[config.mk]
export PLATFORM = sky130hd
export DESIGN_NAME = agen_hazard_stall
export DESIGN_NICKNAME = d
export VERILOG_FILES = /design/src/rtl/agh_pkg.sv /design/src/rtl/agh_match.sv /design/src/rtl/agh_cost.sv /design/src/rtl/agh_downcnt.sv /design/src/rtl/agen_hazard_stall.sv
export SDC_FILE = /design/constraint.sdc
export NUM_CORES = 1
export LEC_CHECK = 0
export BUFFER_PORTS_ARGS = -buffer_cell sky130_fd_sc_hd__buf_4
export CAP_MARGIN = 30
export CORE_ASPECT_RATIO = 1.1
export CORE_MARGIN = 2
export CORE_UTILIZATION = 29
export CTS_CLUSTER_DIAMETER = 50
export DETAILED_ROUTE_END_ITERATION = 8
export GPL_TIMING_DRIVEN = 0
export SLEW_MARGIN = 20
export SYNTH_ARGS = -nofsm -noshare
export SYNTH_HDL_FRONTEND = slang
export SYNTH_SLANG_ARGS = --single-unit
[constraint.sdc]
create_clock -name clk -period 4.2 [get_ports clk]
set_input_delay 0.42 -clock clk [delete_from_list [all_inputs] [get_ports clk]]
set_output_delay 0.42 -clock clk [all_outputs]
set_load 0.02 [all_outputs]
[src/rtl/agh_pkg.sv]
package agh_pkg;

   typedef enum logic [1:0] {
      SC_X1 = 2'd0,
      SC_X2 = 2'd1,
      SC_X4 = 2'd2,
      SC_X8 = 2'd3
   } agh_scale_e;

   function automatic int agh_max3(input int a, input int b, input int c);
      int m;
      m = (a > b) ? a : b;
      return (m > c) ? m : c;
   endfunction

endpackage

[src/rtl/agh_match.sv]
module agh_match #(
   parameter int REG_W = 4
) (
   input  logic             prod_vld,
   input  logic [REG_W-1:0] prod_reg,
   input  logic             use_vld,
   input  logic [REG_W-1:0] use_reg,
   output logic             hit
);

   if (REG_W < 2) begin : g_bad_width
      $error("agh_match: REG_W must be at least 2");
   end

   logic [REG_W-1:0] bit_eq;

   for (genvar i = 0; i < REG_W; i++) begin : g_bit
      assign bit_eq[i] = ~(prod_reg[i] ^ use_reg[i]);
   end

   assign hit = prod_vld && use_vld && (&bit_eq);

endmodule

[src/rtl/agh_cost.sv]
module agh_cost
   import agh_pkg::*;
#(
   parameter int REG_W        = 4,
   parameter int CNT_W        = 2,
   parameter int BASE_STALL   = 2,
   parameter int SCALED_STALL = 3,
   parameter int MUL_STALL    = 3
) (
   input  logic             prod_vld,
   input  logic [REG_W-1:0] prod_reg,
   input  logic             prod_mul,
   input  logic             base_vld,
   input  logic [REG_W-1:0] base_reg,
   input  logic             idx_vld,
   input  logic [REG_W-1:0] idx_reg,
   input  logic [1:0]       idx_scale,
   output logic [CNT_W-1:0] stall
);

   localparam logic [CNT_W-1:0] L_BASE   = CNT_W'(BASE_STALL);
   localparam logic [CNT_W-1:0] L_SCALED = CNT_W'(SCALED_STALL);
   localparam logic [CNT_W-1:0] L_MUL    = CNT_W'(MUL_STALL);

   if (agh_max3(BASE_STALL, SCALED_STALL, MUL_STALL) >= (1 << CNT_W)) begin : g_bad_cnt
      $error("agh_cost: CNT_W too narrow for stall lengths");
   end

   logic       base_hit;
   logic       idx_hit;
   logic       mul_data;
   agh_scale_e scale;
   logic [CNT_W-1:0] c_base, c_idx, c_mul, c_bi;

   agh_match #(.REG_W(REG_W)) u_base_cmp (
      .prod_vld (prod_vld),
      .prod_reg (prod_reg),
      .use_vld  (base_vld),
      .use_reg  (base_reg),
      .hit      (base_hit)
   );

   agh_match #(.REG_W(REG_W)) u_idx_cmp (
      .prod_vld (prod_vld),
      .prod_reg (prod_reg),
      .use_vld  (idx_vld),
      .use_reg  (idx_reg),
      .hit      (idx_hit)
   );

   // bit REG_W-1 = 0 marks the data file
   assign mul_data = prod_mul && !prod_reg[REG_W-1];
   assign scale    = agh_scale_e'(idx_scale);

   always_comb begin
      c_base = base_hit ? L_BASE : '0;
      c_idx  = '0;
      if (idx_hit) begin
         c_idx = (scale == SC_X1) ? L_BASE : L_SCALED;
      end
      c_mul  = (mul_data && (base_hit || idx_hit)) ? L_MUL : '0;
      c_bi   = (c_base > c_idx) ? c_base : c_idx;
      stall  = (c_bi > c_mul) ? c_bi : c_mul;
   end

endmodule

[src/rtl/agh_downcnt.sv]
module agh_downcnt #(
   parameter int CNT_W = 2
) (
   input  logic             clk,
   input  logic             rst,
   input  logic             load,
   input  logic [CNT_W-1:0] load_val,
   output logic [CNT_W-1:0] cnt,
   output logic             zero
);

   if (CNT_W < 1) begin : g_bad_w
      $error("agh_downcnt: CNT_W must be positive");
   end

   always_ff @(posedge clk) begin
      if (rst) begin
         cnt <= '0;
      end else if (load) begin
         cnt <= load_val;
      end else if (cnt != '0) begin
         cnt <= cnt - 1'b1;
      end
   end

   assign zero = (cnt == '0);

   // a running hold counts down by one each cycle
   assert_count_down_R9: assert property (@(posedge clk) disable iff (rst)
      (cnt != '0) |=> (cnt == $past(cnt) - 1'b1));

   // reset leaves the counter empty
   assert_reset_clears_R11: assert property (@(posedge clk)
      rst |=> zero);

endmodule

[src/rtl/agen_hazard_stall.sv]
module agen_hazard_stall #(
   parameter int REG_W        = 4,
   parameter int BASE_STALL   = 2,
   parameter int SCALED_STALL = 3,
   parameter int MUL_STALL    = 3,
   localparam int MAX_STALL   = agh_pkg::agh_max3(BASE_STALL, SCALED_STALL, MUL_STALL),
   localparam int CNT_W       = $clog2(MAX_STALL + 1)
) (
   input  logic             clk,
   input  logic             rst,
   input  logic             in_valid,
   output logic             in_ready,
   input  logic             dst_vld,
   input  logic [REG_W-1:0] dst_reg,
   input  logic             dst_fwd,
   input  logic             dst_mul,
   input  logic             base_vld,
   input  logic [REG_W-1:0] base_reg,
   input  logic             idx_vld,
   input  logic [REG_W-1:0] idx_reg,
   input  logic [1:0]       idx_scale,
   output logic [CNT_W-1:0] stall_len
);

   if (BASE_STALL < 1 || SCALED_STALL < 1 || MUL_STALL < 1) begin : g_bad_stall
      $error("agen_hazard_stall: stall lengths must be at least 1");
   end

   logic             prod_vld;
   logic [REG_W-1:0] prod_reg;
   logic             prod_mul;
   logic [CNT_W-1:0] need;
   logic [CNT_W-1:0] cnt;
   logic             zero;
   logic             load;
   logic             go;

   agh_cost #(
      .REG_W        (REG_W),
      .CNT_W        (CNT_W),
      .BASE_STALL   (BASE_STALL),
      .SCALED_STALL (SCALED_STALL),
      .MUL_STALL    (MUL_STALL)
   ) u_cost (
      .prod_vld  (prod_vld),
      .prod_reg  (prod_reg),
      .prod_mul  (prod_mul),
      .base_vld  (base_vld),
      .base_reg  (base_reg),
      .idx_vld   (idx_vld),
      .idx_reg   (idx_reg),
      .idx_scale (idx_scale),
      .stall     (need)
   );

   assign load = in_valid && zero && (need != '0);

   agh_downcnt #(.CNT_W(CNT_W)) u_cnt (
      .clk      (clk),
      .rst      (rst),
      .load     (load),
      .load_val (need - 1'b1),
      .cnt      (cnt),
      .zero     (zero)
   );

   assign in_ready  = zero && (need == '0);
   assign go        = in_valid && in_ready;
   assign stall_len = need;

   // record the last issued producer; a started hold retires it
   always_ff @(posedge clk) begin
      if (rst) begin
         prod_vld <= 1'b0;
         prod_reg <= '0;
         prod_mul <= 1'b0;
      end else if (go) begin
         prod_vld <= dst_vld && !dst_fwd;
         prod_reg <= dst_reg;
         prod_mul <= dst_mul;
      end else if (load) begin
         prod_vld <= 1'b0;
      end
   end

   // upstream keeps a stalled descriptor in place
   assert_hold_input_R9: assert property (@(posedge clk) disable iff (rst)
      (in_valid && !in_ready) |=> (in_valid && $stable(base_reg) && $stable(idx_reg)));

   // counter length follows the cost computed on arrival
   assert_load_len_R9: assert property (@(posedge clk) disable iff (rst)
      load |=> (cnt == $past(need) - 1'b1));

   // a forwarded producer never holds the next instruction
   assert_fwd_free_R6: assert property (@(posedge clk) disable iff (rst)
      (go && dst_fwd) |=> (stall_len == '0));

   // a producer without a destination never holds the next instruction
   assert_no_dst_free_R10: assert property (@(posedge clk) disable iff (rst)
      (go && !dst_vld) |=> (stall_len == '0));

endmodule

======== After elaboration in Yosys (flattened, before gate mapping) ========
Index checks and enable logic that the tools add are counted.
Widths: inputs -> output; s select.
storage, ports and cells
  word-level logic and storage cells ...... 57
  bits in registers ....................... 8
  output and inout port bits .............. 3
cells by class
  bitwise gates (word level) .............. 16
  reduce and logical (&&, ||, !) cells .... 23
  add/sub/neg operators ................... 2
  $lt $le $gt $ge ......................... 2
  muxes and demuxes ....................... 10
operators by type and width
  cell                 number
  $mux 2               7
  $logic_and 1x1->1    11
  $not 1->1            8
  $reduce_and 4->1     2
  $reduce_bool 2->1    4
  $xor 1x1->1          8
  $logic_not 2->1      3
  $gt 2x2->1           2
  $sub 2x1->2 const B  2
  $mux 1               3
  $logic_not 1->1      2
  $logic_or 1x1->1     1

======== Longest topological paths before layout ========
  word-level depth ........................ 13
  mapped depth ............................ 12
  depth with buffers taken out ............ 12

======== By module ========
From an unflattened synthesis, not the netlist that was laid out.
second synthesis, totals
  cell total of the unflattened synthesis .. 67
  area, all modules ....................... 585.6 um^2
by module, submodules not included
  module             cells each  sequential area each (um^2)  times used  area an instance (um^2)
  agen_hazard_stall  34          120.1                        1           320.3
  agh_downcnt        12          40.0                         1           121.4
  agh_match          8           0.0                          2           58.8
  agh_cost           5           0.0                          1           26.3

======== Worst setup path after synthesis ========
Ideal clock, no wire load.
  path type ............................... input -> output
  start ................................... input port base_reg[2]
  end ..................................... output port stall_len[0]
  buffers on the path ..................... 0
  slack ................................... 1.408 ns
  arrival ................................. 2.372 ns
  cell stages on the path ................. 11
  data required time ...................... 3.780 ns
  cell sequence ........................... xor2_1 nor4_4 nor2_2 inv_1 nand2_1 ha_1 nor2b_1 o21ai_0 nor4_1 a21oi_1 nor2_1
between the ends
  word-level cells in the longest chain between the ends .. 9
  elaborated cells between the ends (all ways) .. 12
  classes of those cells .................. order compare: 2; mux: 4; bitwise: 2; reduce/logical: 4
ends and longest elaborated chain
  item                                                    line                            text
  start: declaration                                      agen_hazard_stall.sv:18         input logic [REG_W-1:0] base_reg,
  $xor 1x1->1 *                                           agh_match.sv:18                 assign bit_eq[i] = ~(prod_reg[i] ^ use_reg[i]);
  $not 1->1 *                                             agh_match.sv:18
  $reduce_and 4->1 *                                      agh_match.sv:21                 assign hit = prod_vld && use_vld && (&bit_eq);
  $logic_and 1x1->1 *                                     agh_match.sv:21
  $mux 2 / $logic_or 1x1->1 (equally long branches)       agh_cost.sv:56, agh_cost.sv:61
  $gt 2x2->1 / $logic_and 1x1->1 (equally long branches)  agh_cost.sv:62, agh_cost.sv:61
  $mux 2 (on tied branches)                               agh_cost.sv:62, agh_cost.sv:61
  $gt 2x2->1                                              agh_cost.sv:63                  stall = (c_bi > c_mul) ? c_bi : c_mul;
  $mux 2 *                                                agh_cost.sv:63
  end: declaration                                        agen_hazard_stall.sv:22         output logic [CNT_W-1:0] stall_len
Mark *: on every way between the ends. The rest lies on a longest branch, timed or not.

======== Final worst setup path ========
  start ................................... register prod_reg[3]
  end ..................................... output port stall_len[0]
between the ends
  word-level cells in the longest chain between the ends .. 9
  elaborated cells between the ends (all ways) .. 19
  classes of those cells .................. order compare: 2; mux: 5; bitwise: 4; reduce/logical: 8
ends and longest elaborated chain
  item                                                    line                            text
  start: declaration                                      agen_hazard_stall.sv:30         logic [REG_W-1:0] prod_reg;
  start signal: assignment                                agen_hazard_stall.sv:79         prod_reg <= dst_reg;
  $xor 1x1->1                                             agh_match.sv:18
  $not 1->1                                               agh_match.sv:18
  $reduce_and 4->1                                        agh_match.sv:21
  $logic_and 1x1->1                                       agh_match.sv:21
  $mux 2, or another cell as far along                    agh_cost.sv:56                  c_base = base_hit ? L_BASE : '0;
  $gt 2x2->1 / $logic_and 1x1->1 (equally long branches)  agh_cost.sv:62, agh_cost.sv:61
  $mux 2 (on tied branches)                               agh_cost.sv:62, agh_cost.sv:61
  $gt 2x2->1                                              agh_cost.sv:63
  $mux 2 *                                                agh_cost.sv:63
Marked as above.

==> run_results.csv <==
group,metric,value,unit
sta,setup_viol,0,
critical_path,slowest_delay,400,ps
die,pin_count,25,
critical_path,cp-start-kind,"register",
die,die_h,49.5,um
die,fp-row-count,16,
synth,syn_area,547,um2
synth,synth_top_area_share,29.3,%
global_route,grt_pass1_vias,502,
clocking,hold_buffers,0,
drt,first_pass_iters,3,
global_route,grtUsageTotal,12.8,%
power_and_ir_drop,p_sw_share,26.4,%
clocking,clkTransAtPathRegs,50,ps
global_route,gr-total-overflow,0,
power_and_ir_drop,switching_power,0.0485,mW
power_and_ir_drop,clockPowerShare,33.3,%
worst_hold_path,hold_end,"u_cnt.cnt[1]",
power_and_ir_drop,pwr-share-comb,21.5,%
synth,async_flop_share,0,%
clocking,clockBufferDepth,2,
synth,syn_nets,89,
critical_path,worstPathRequired,3780,ps
synth,yosysTopAreaCell,"dfxtp_1",
layout,post-route-util,43.3,%
critical_path,crit_path_top_delay_cell,"dfxtp_1",
clocking,ctsResizeCount,0,
worst_hold_path,worstHoldStart,"rst",
critical_path,cp_common_cell,"nor2_1",
sta,fmaxAchievable,312,MHz
clocking,cts_tree,"built",
synth,ys.flop_type,"dfxtp_1",
sta,fin_skew,1.73,ps
layout,drive_gt1_share,33.7,%
sta,finalSetupTns,0,ps
placement,io_buffers,24,
critical_path,path_class,"register to output pin",
clocking,root_buffer,"clkbuf_4",
global_route,antenna_found_initial,0,
critical_path,cp_max_fo,5,
sta,period_share,76.3,%
layout,antenna_cells,0,
synth,synthMuxAreaShare,9.15,%
synth,synth_edf_count,0,
synth,ys.warnings.count,0,
run,maxCapViolCount,0,
drt,drt_iter0_markers,5,
power_and_ir_drop,powerDensity,238,nW/um2
drt,ant_nets,0,
die,core-area,1780,um2
synth,ys_seq_elements,8,
die,start_util,30.7,%
power_and_ir_drop,p_int,0.135,mW
layout,num-nets-final,118,
layout,multi_input_comb_area,372,um2
critical_path,crit_arrival,2780,ps
synth,yosys.area_share.adder,4.58,%
drt,avgViaCountPerCell,4.82,
clocking,clock_latency,260,ps
critical_path,rrSetupSlack,1660,ps
power_and_ir_drop,p_seq_share,45.2,%
sta,slew_headroom,72.1,%
clocking,cts.sinks,8,
worst_hold_path,worstHoldPathCells,2,
global_route,grt_pass1_wl,2.03,mm
synth,ys_types,22,
synth,netlist_instances,65,
status,status,"completed",
global_route,grt_max_degree,11,
worst_hold_path,hold_path_class,"input pin to register",
critical_path,rr_worst_depth,12,
placement,gp_congestion,0.698,
clocking,h-tree-depth,1,
sta,drv_slew,0,
power_and_ir_drop,leakagePower,0.362,nW
die,die-area,2250,um2
critical_path,r2r_end,"u_cnt.cnt[0]",
sta,rsz0062_at_grt,"no",
sta,tightestPinTransition,417,ps
layout,num-fill-cells,187,
layout,largest_reg_flops,4,
sta,hold_violations,0,
placement,dp_hpwl,1.01,mm
sta,period_needed,3200,ps
critical_path,timing.rr.start,"prod_reg[3]",
critical_path,crit_path_end_kind,"output pin",
layout,area_growth,41.2,%
synth,synth_top_family_by_area,"simple AND/OR/NAND/NOR gates",
drt,drc,0,
synth,synth_xor_area_share,12.8,%
synth,synth_compound_area_share,9.38,%
synth,synth_simple_gate_area_share,32.0,%
clocking,cts_buffers,3,
clocking,post-cts-setup-buffers,0,
synth,syn_area_per_cell,8.41,um2
critical_path,cp_cell_sequence,"xnor2_1 -> nand3_1 -> nor2_1 -> nor2_2 -> inv_1 -> nand2_1 -> ha_1 -> nor2b_1 -> o21ai_0 -> nor4_1 -> a21oi_1 -> nor2_1 -> buf_4",
synth,yosys-top-cells-area,"dfxtp_1, mux2i_1, nand2_1",
layout,regArea,160,um2
drt,drt_wl_total,1.21,mm
sta,hold_ws,380,ps
power_and_ir_drop,vdd_ir_drop_max,0.000110,V
die,fp.dieW,45.4,um
drt,wl_per_cell,11.0,um
synth,ys_seq_area_share,29.3,%
drt,vias,530,
[area by class of cell]
class                      instances  area share, %
clock buffer                       3           2.92
timing repair buffer              24           23.3
inverter                           3           1.46
multi-input combinational         53           48.1
tap                               18           2.92
sequential                         8           20.7
buffer                             1          0.486
[synth_stat cells (2+ instances only)]
cell	count
xor2_1	3
o21ai_0	2
nor2b_1	2
and2_1	2
mux2i_1	5
nand3_1	4
dfxtp_1	8
xnor2_1	5
nor2_1	5
a32o_1	2
inv_1	3
nand2_1	13
ha_1	2
[logic make-up after synthesis]
group	count (synthesis)
buf+inv	4
compound gates	6
simple gates	32
fa+ha+maj	2
flops	8
mux	5
xor+xnor	8
[critical path, delay by kind of cell (launching register included)]
family	cells	cell delay (ps)
buffers and inverters	2	320
flip-flops	1	400
AO/OA/AOI/OAI	2	510
adder cells (fa/ha/maj)	1	280
XOR/XNOR	1	130
AND/OR/NAND/NOR	7	870
[placed cells by master (no fill, tap or decap), types with 2 or more instances in the layout]
cell type / synthesis / final
nor2_1: 5 / 5
dfxtp_1: 8 / 8
nor2b_1: 2 / 2
xnor2_1: 5 / 5
and2_1: 2 / 2
inv_1: 3 / 3
xor2_1: 3 / 3
o21ai_0: 2 / 2
a32o_1: 2 / 2
nand2_1: 13 / 13
mux2i_1: 5 / 5
nand3_1: 4 / 4
clkbuf_4: 0 / 3
ha_1: 2 / 2
buf_4: 0 / 24
[worst max path at each step]
stage	startpoint	endpoint	cells past startpoint
after global routing	prod_reg[3]	stall_len[0]	13
after CTS	prod_reg[3]	stall_len[0]	13
final	prod_reg[3]	stall_len[0]	13
after detailed placement	idx_reg[1]	stall_len[0]	14
after global placement	base_reg[2]	stall_len[0]	13
after floorplan	base_reg[2]	stall_len[0]	11
[power groups by stage]
stage          registers (mW)  logic [mW]  clock network (mW)
6_report               0.0830      0.0396              0.0612
2_1_floorplan          0.0837      0.0205                   0
3_3_place_gp           0.0847      0.0393                   0
5_1_grt                0.0834      0.0436              0.0646
4_1_cts                0.0830      0.0401              0.0636
3_5_place_dp           0.0847      0.0399                   0
[through the flow]
step                area, um2  worst slack, ps  std cells  power, mW
finish                    772              996        110      0.184
global route              772              661        110      0.192
CTS                       772              974        110      0.187
detailed placement        749             1130        107      0.125
global placement          749             1180        107      0.124
floorplan                 547             1410         65      0.104
[layer usage]
| layer | track usage, % | vias up | wire length, um |
|---|---|---|---|
| met4 | 13.2 | 0 | 60 |
| met3 | 1.10 | 5 | 51 |
| met2 | 20.0 | 16 | 570 |
| li1 | - | 277 | - |
| met1 | 13.9 | 232 | 531 |
| met5 | 0 | - | 0 |
No activity file was read; power rests on OpenSTA's default activity.
